### src/rtl/cmp_chg_pkg.sv
package cmp_chg_pkg;

    localparam int NUM_CMP  = 2;
    localparam int REG_W    = 8;
    localparam int OUT_LSB  = 6;
    localparam int INV_LSB  = 0;
    localparam int OE_BIT   = 2;
    localparam int FLAG_BIT = 0;

    typedef enum logic [1:0] {
        RSEL_NONE = 2'd0,
        RSEL_CTRL = 2'd1,
        RSEL_FLAG = 2'd2
    } rd_sel_e;

    typedef struct packed {
        logic    ctrl_acc;
        logic    ctrl_wr;
        logic    flag_wr;
        rd_sel_e rd_sel;
    } bus_dec_t;

endpackage

### src/rtl/cmp_sync.sv
module cmp_sync #(
    parameter int W      = 2,
    parameter int STAGES = 2
) (
    input  logic         clk,
    input  logic         rst_n,
    input  logic [W-1:0] din,
    output logic [W-1:0] dout
);

    logic [STAGES-1:0][W-1:0] chain_d, chain_q;

    always_comb begin
        chain_d[0] = din;
        for (int i = 1; i < STAGES; i++) begin
            chain_d[i] = chain_q[i-1];
        end
    end

    always_ff @(posedge clk or negedge rst_n) begin
        if (!rst_n) begin
            chain_q <= '0;
        end else begin
            chain_q <= chain_d;
        end
    end

    assign dout = chain_q[STAGES-1];

endmodule

### src/rtl/cmp_bus_dec.sv
module cmp_bus_dec
    import cmp_chg_pkg::*;
#(
    parameter int ADDR_W    = 1,
    parameter int CTRL_ADDR = 0,
    parameter int FLAG_ADDR = 1
) (
    input  logic [ADDR_W-1:0] addr,
    input  logic              rd,
    input  logic              wr,
    output bus_dec_t          dec
);

    logic hit_ctrl, hit_flag;

    always_comb begin
        hit_ctrl     = (addr == ADDR_W'(CTRL_ADDR));
        hit_flag     = (addr == ADDR_W'(FLAG_ADDR));
        dec.ctrl_acc = hit_ctrl && (rd || wr);
        dec.ctrl_wr  = hit_ctrl && wr;
        dec.flag_wr  = hit_flag && wr;
        if (rd && hit_ctrl) begin
            dec.rd_sel = RSEL_CTRL;
        end else if (rd && hit_flag) begin
            dec.rd_sel = RSEL_FLAG;
        end else begin
            dec.rd_sel = RSEL_NONE;
        end
    end

endmodule

### src/rtl/cmp_out_gate.sv
module cmp_out_gate #(
    parameter int N = 2
) (
    input  logic         flag,
    input  logic         en_cmp,
    input  logic         en_periph,
    input  logic         en_global,
    input  logic         pin_oe,
    input  logic [N-1:0] cond_out,
    output logic         irq,
    output logic [N-1:0] pin
);

    assign irq = flag & en_cmp & en_periph & en_global;

    for (genvar g = 0; g < N; g++) begin : g_pin
        assign pin[g] = pin_oe & cond_out[g];
    end

endmodule

### src/rtl/cmp_chg_irq.sv
module cmp_chg_irq
    import cmp_chg_pkg::*;
#(
    parameter int SYNC_STAGES = 2,
    parameter int ADDR_W      = 1,
    parameter int CTRL_ADDR   = 0,
    parameter int FLAG_ADDR   = 1
) (
    input  logic               clk,
    input  logic               rst_n,
    input  logic [NUM_CMP-1:0] cmp_raw,
    input  logic [ADDR_W-1:0]  bus_addr,
    input  logic               bus_rd,
    input  logic               bus_wr,
    input  logic [REG_W-1:0]   bus_wdata,
    output logic [REG_W-1:0]   bus_rdata,
    input  logic               en_cmp,
    input  logic               en_periph,
    input  logic               en_global,
    output logic               irq,
    output logic [NUM_CMP-1:0] cmp_pin
);

    localparam int PRIME_LEN = SYNC_STAGES + 1;
    localparam int CNT_W     = $clog2(PRIME_LEN + 1);

    typedef struct packed {
        logic [NUM_CMP-1:0] inv;
        logic               oe;
        logic [NUM_CMP-1:0] snap;
        logic               flag;
        logic [CNT_W-1:0]   prime;
    } state_t;

    state_t             st_d, st_q;
    logic [NUM_CMP-1:0] sync_q;
    logic [NUM_CMP-1:0] cond_out;
    bus_dec_t           dec;
    logic               primed;
    logic               mismatch;
    logic               flag_w;
    logic               oe_w;
    logic [REG_W-1:0]   ctrl_view;
    logic [REG_W-1:0]   flag_view;
    logic               unused_wdata_hi;

    assign unused_wdata_hi = ^bus_wdata[REG_W-1:OE_BIT+1];

    cmp_sync #(
        .W      (NUM_CMP),
        .STAGES (SYNC_STAGES)
    ) u_sync (
        .clk   (clk),
        .rst_n (rst_n),
        .din   (cmp_raw),
        .dout  (sync_q)
    );

    cmp_bus_dec #(
        .ADDR_W    (ADDR_W),
        .CTRL_ADDR (CTRL_ADDR),
        .FLAG_ADDR (FLAG_ADDR)
    ) u_dec (
        .addr (bus_addr),
        .rd   (bus_rd),
        .wr   (bus_wr),
        .dec  (dec)
    );

    // next-state computation
    always_comb begin
        cond_out = sync_q ^ st_q.inv;
        primed   = (st_q.prime == CNT_W'(PRIME_LEN));
        mismatch = primed && !dec.ctrl_acc && (cond_out != st_q.snap);

        st_d = st_q;

        if (!primed) begin
            st_d.prime = st_q.prime + 1'b1;
            st_d.snap  = cond_out;
        end

        if (dec.ctrl_wr) begin
            st_d.inv = bus_wdata[INV_LSB +: NUM_CMP];
            st_d.oe  = bus_wdata[OE_BIT];
        end

        if (dec.ctrl_acc) begin
            st_d.snap = sync_q ^ st_d.inv;
        end

        if (dec.flag_wr) begin
            st_d.flag = bus_wdata[FLAG_BIT];
        end

        if (mismatch) begin
            st_d.flag = 1'b1;
        end
    end

    // read data
    always_comb begin
        ctrl_view                       = '0;
        ctrl_view[OUT_LSB +: NUM_CMP]   = cond_out;
        ctrl_view[INV_LSB +: NUM_CMP]   = st_q.inv;
        ctrl_view[OE_BIT]               = st_q.oe;
        flag_view                       = '0;
        flag_view[FLAG_BIT]             = st_q.flag;
        case (dec.rd_sel)
            RSEL_CTRL: bus_rdata = ctrl_view;
            RSEL_FLAG: bus_rdata = flag_view;
            default:   bus_rdata = '0;
        endcase
    end

    always_ff @(posedge clk or negedge rst_n) begin
        if (!rst_n) begin
            st_q <= '0;
        end else begin
            st_q <= st_d;
        end
    end

    assign flag_w = st_q.flag;
    assign oe_w   = st_q.oe;

    cmp_out_gate #(
        .N (NUM_CMP)
    ) u_gate (
        .flag      (flag_w),
        .en_cmp    (en_cmp),
        .en_periph (en_periph),
        .en_global (en_global),
        .pin_oe    (oe_w),
        .cond_out  (cond_out),
        .irq       (irq),
        .pin       (cmp_pin)
    );

endmodule

### config.mk
export PLATFORM = sky130hd
export DESIGN_NAME = cmp_chg_irq
export DESIGN_NICKNAME = d
export VERILOG_FILES = /design/src/rtl/cmp_chg_pkg.sv /design/src/rtl/cmp_sync.sv /design/src/rtl/cmp_bus_dec.sv /design/src/rtl/cmp_out_gate.sv /design/src/rtl/cmp_chg_irq.sv
export SDC_FILE = /design/constraint.sdc
export NUM_CORES = 1
export LEC_CHECK = 0
export CAP_MARGIN = 20
export CORE_AREA = 2 2 44 46
export CTS_CLUSTER_DIAMETER = 200
export DETAILED_ROUTE_END_ITERATION = 10
export DIE_AREA = 0 0 46 48
export HOLD_SLACK_MARGIN = 0.02
export PLACE_DENSITY = 0.72
export SYNTH_ARGS = -nofsm -noshare
export SYNTH_HDL_FRONTEND = slang
export SYNTH_SLANG_ARGS = --single-unit
### constraint.sdc
create_clock -name clk -period 1.5 [get_ports clk]
set_input_delay 0.225 -clock clk [delete_from_list [all_inputs] [get_ports clk]]
set_output_delay 0.225 -clock clk [all_outputs]
set_load 0.03 [all_outputs]
==> impl_metrics.env <==
export IMPL_status="finished, final reports clean"
export IMPL_post_synth_most_frequent_cells="sky130_fd_sc_hd__dfrtp_1, sky130_fd_sc_hd__nor2_1, sky130_fd_sc_hd__nand2_1, sky130_fd_sc_hd__xnor2_1, sky130_fd_sc_hd__inv_1"
export IMPL_setup_violations_final=0
export IMPL_fp_dieW_um=46
export IMPL_grt_util_all_layers_pct=12.5
export IMPL_synth_warnings=0
export IMPL_critical_path_arrival_ps=1180
export IMPL_post_synth_inst_count=60
export IMPL_main_combinational_cell_family_by_area_after_synthesis="simple AND/OR/NAND/NOR gates"
export IMPL_asyncSetResetFlopFracSynth_pct=100
export IMPL_place_port_buffers=20
export IMPL_report_final_hold_viol_count=0
export IMPL_areaGrowthSynthToFinish_pct=40.0
export IMPL_vdd_ir_drop_max_v=0.000924
export IMPL_placed_cells_incl_taps=99
export IMPL_num_rows=15
export IMPL_placeableCoreArea_um2=1690
export IMPL_number_of_global_route_vias_before_repair=457
export IMPL_top_count_cell_post_synth="sky130_fd_sc_hd__dfrtp_1"
export IMPL_final_min_period_over_clock_period_pct=93.9
export IMPL_detail_routed_via_count_per_cell=4.62
export IMPL_cp_required_ps=1270
export IMPL_finish_net_count=106
export IMPL_post_synthesis_share_of_cell_area_spent_on_xor_and_xnor_gates_pct=9.54
export IMPL_fmax_ghz=0.710
export IMPL_cp_cell_sequence="xnor2_2, nor2_1, buf_4"
export IMPL_antenna_cells_inserted=0
export IMPL_critical_path_peak_fanout=5
export IMPL_synthAdderAreaFrac_pct=1.99
export IMPL_layout_drive_gt1_share_pct=24.4
export IMPL_post_synth_top_area_fraction_pct=47.7
export IMPL_root_buffer="sky130_fd_sc_hd__clkbuf_4"
export IMPL_numCtsBuffers=3
export IMPL_tightest_slew_ps=530
export IMPL_drt_iter0_markers=2
export IMPL_yosys_register_bits=12
export IMPL_critical_path_type="reg -> out"
export IMPL_max_slew_margin_pct=64.6
export IMPL_postRouteWirelength_mm=1.08
export IMPL_htreeDepth=1
export IMPL_cts_hold_buffers_added=0
export IMPL_instances_no_fill=103
export IMPL_design_die_area_um2=2210
export IMPL_synth_seq_area_share_pct=47.7
export IMPL_slowest_stage="sky130_fd_sc_hd__dfrtp_1"
export IMPL_route_vias_total=476
export IMPL_gp_routability_congestion=0.723
export IMPL_clk_pin_slew_ps=80
export IMPL_die_y_um=48
export IMPL_reg2reg_setup_slack_ps=150
export IMPL_max_clock_path_buffers=2
export IMPL_synth_edf_count=0
export IMPL_antenna_left=0
export IMPL_power_total_uw=896
export IMPL_count_of_maximum_capacitance_violations=0
export IMPL_cp_slowest_stage_delay_ps=450
export IMPL_grt_antenna_before_repair=0
export IMPL_pin_count_of_the_biggest_net_entering_global_routing=13
export IMPL_power_leakage_nw=0.427
export IMPL_post_synth_mux_area_share_pct=11.3
export IMPL_initial_utilization_pct=37.3
export IMPL_crit_path_max_delay_family="flip-flops"
export IMPL_min_path_type="in -> async"
export IMPL_tritoncts_sinks=12
export IMPL_synthDistinctLibCells=24
export IMPL_synth_area_leader_cell="sky130_fd_sc_hd__dfrtp_1"
export IMPL_ys_dominant_reg_cell="sky130_fd_sc_hd__dfrtp_1"
export IMPL_grt_setup_unrepaired="false"
export IMPL_yosys_top_cells_area="sky130_fd_sc_hd__dfrtp_1, sky130_fd_sc_hd__xnor2_1, sky130_fd_sc_hd__mux2i_1"
export IMPL_critPathCaptureType="output pin"
export IMPL_detailed_place_hpwl_um=871
export IMPL_synth_area_per_cell_um2=10.5
export IMPL_crit_path_start_kind="flop"
export IMPL_post_layout_minimum_cycle_time_ps=1410
export IMPL_powerDensity_nw_per_um2=1020
export IMPL_io_pins=29
export IMPL_clock_insertion_delay_worst_skew_ps=270
export IMPL_postCtsSetupBuffers=0
export IMPL_finalMaxSlewViolations=0
export IMPL_tritoncts="done"
export IMPL_nFillCells=158
export IMPL_wire_length_of_the_first_global_routing_pass_mm=1.84
export IMPL_drt_first_pass_iters=2
export IMPL_netlist_area_um2=629
export IMPL_clock_skew_final_ps=7.15
export IMPL_globalRouteOverflowTotal=0
export IMPL_synth_compound_gate_area_share_pct=5.17
export IMPL_routed_wire_length_per_instance_um=10.5
export IMPL_timing_critical_path_buf_inv=1
export IMPL_post_synth_and_or_nand_nor_area_fraction_pct=17.7
export IMPL_detail_route_drc_violations=0
## final timing paths
path                                   startpoint             end  depth (start not counted)
max in group asynchronous                   rst_n         st_q[0]                          1
min in group clk                u_sync.chain_d[2]  u_sync.dout[0]                          0
worst max register to register            st_q[0]         st_q[3]                          5
worst max-delay path                 ctrl_view[0]      cmp_pin[0]                          3
worst min register to register  u_sync.chain_d[2]  u_sync.dout[0]                          0
worst min-delay path                        rst_n         st_q[4]                          1
## cell usage in the layout (no fill, tap or decap), drive strengths merged, types with 2 or more instances in the layout
| master | count |
|---|---|
| dfrtp | 12 |
| nor2b | 2 |
| clkdlybuf4s50 | 11 |
| inv | 4 |
| nor2 | 8 |
| mux2i | 3 |
| mux2 | 3 |
| clkbuf | 4 |
| buf | 11 |
| xnor2 | 6 |
| nand2 | 5 |
| nand3 | 2 |
| conb | 3 |
| o21ai | 2 |
## cell families after synthesis
family                     after synthesis
and+or+nand+nor                         22
other                                    1
buffers and inverters                    7
AOI/OAI and AO/OA                        5
adders and majority gates                1
DFF                                     12
xor gates and xnor gates                 6
muxes                                    6
## per-layer routing
layer / track usage (%) / wire [um]
met1: 13.3 / 465
met2: 21.1 / 513
met3: 6.04 / 94
met5: 0 / 0
met4: 5.14 / 10
## area by class of cell
class	instances	area [um2]	area share [%]
Tap cell	17	21.3	2.41
Inverter	4	15.0	1.70
Multi-Input combinational cell	43	307	34.8
Sequential cell	12	300	34.1
Timing Repair Buffer	23	201	22.9
Clock buffer	4	36.3	4.12
## what timing repair did
item / CTS / global route
resized for setup: 2 / 0
endpoints found under the setup margin: 3 / 1
pin swaps: 0 / 1
gates cloned: 0 / 0
## per-stage QoR
stage / utilization, % / cell area, um2 / setup TNS (ps) / worst slack, ps / hold slack, ps
finish: 52.1 / 881 / 0 / 90.9 / 299
global placement: 49.6 / 838 / -228 / -94.4 / 335
CTS: 52.1 / 881 / 0 / 43.1 / 308
detailed placement: 49.6 / 838 / -224 / -95.7 / 340
global route: 52.1 / 881 / 0 / 15.7 / 335
floorplan: - / 637 / 0 / 274 / -70.6
## report_power, final
part           leakage, nW  internal, mW  total, mW  switching (mW)
Sequential           0.134         0.358      0.386          0.0281
Clock               0.0210         0.147      0.250           0.103
Combinational        0.272         0.131      0.260           0.129
Total                0.427         0.637      0.896           0.260
## sequential cells by signal (all words and copies together) (netlist names)
name and flops:
ctrl_view 2, flag_w 1, oe_w 1, st_q 4, u_sync.chain_d 2, u_sync.dout 2
Power figures use the tool's default switching activity.
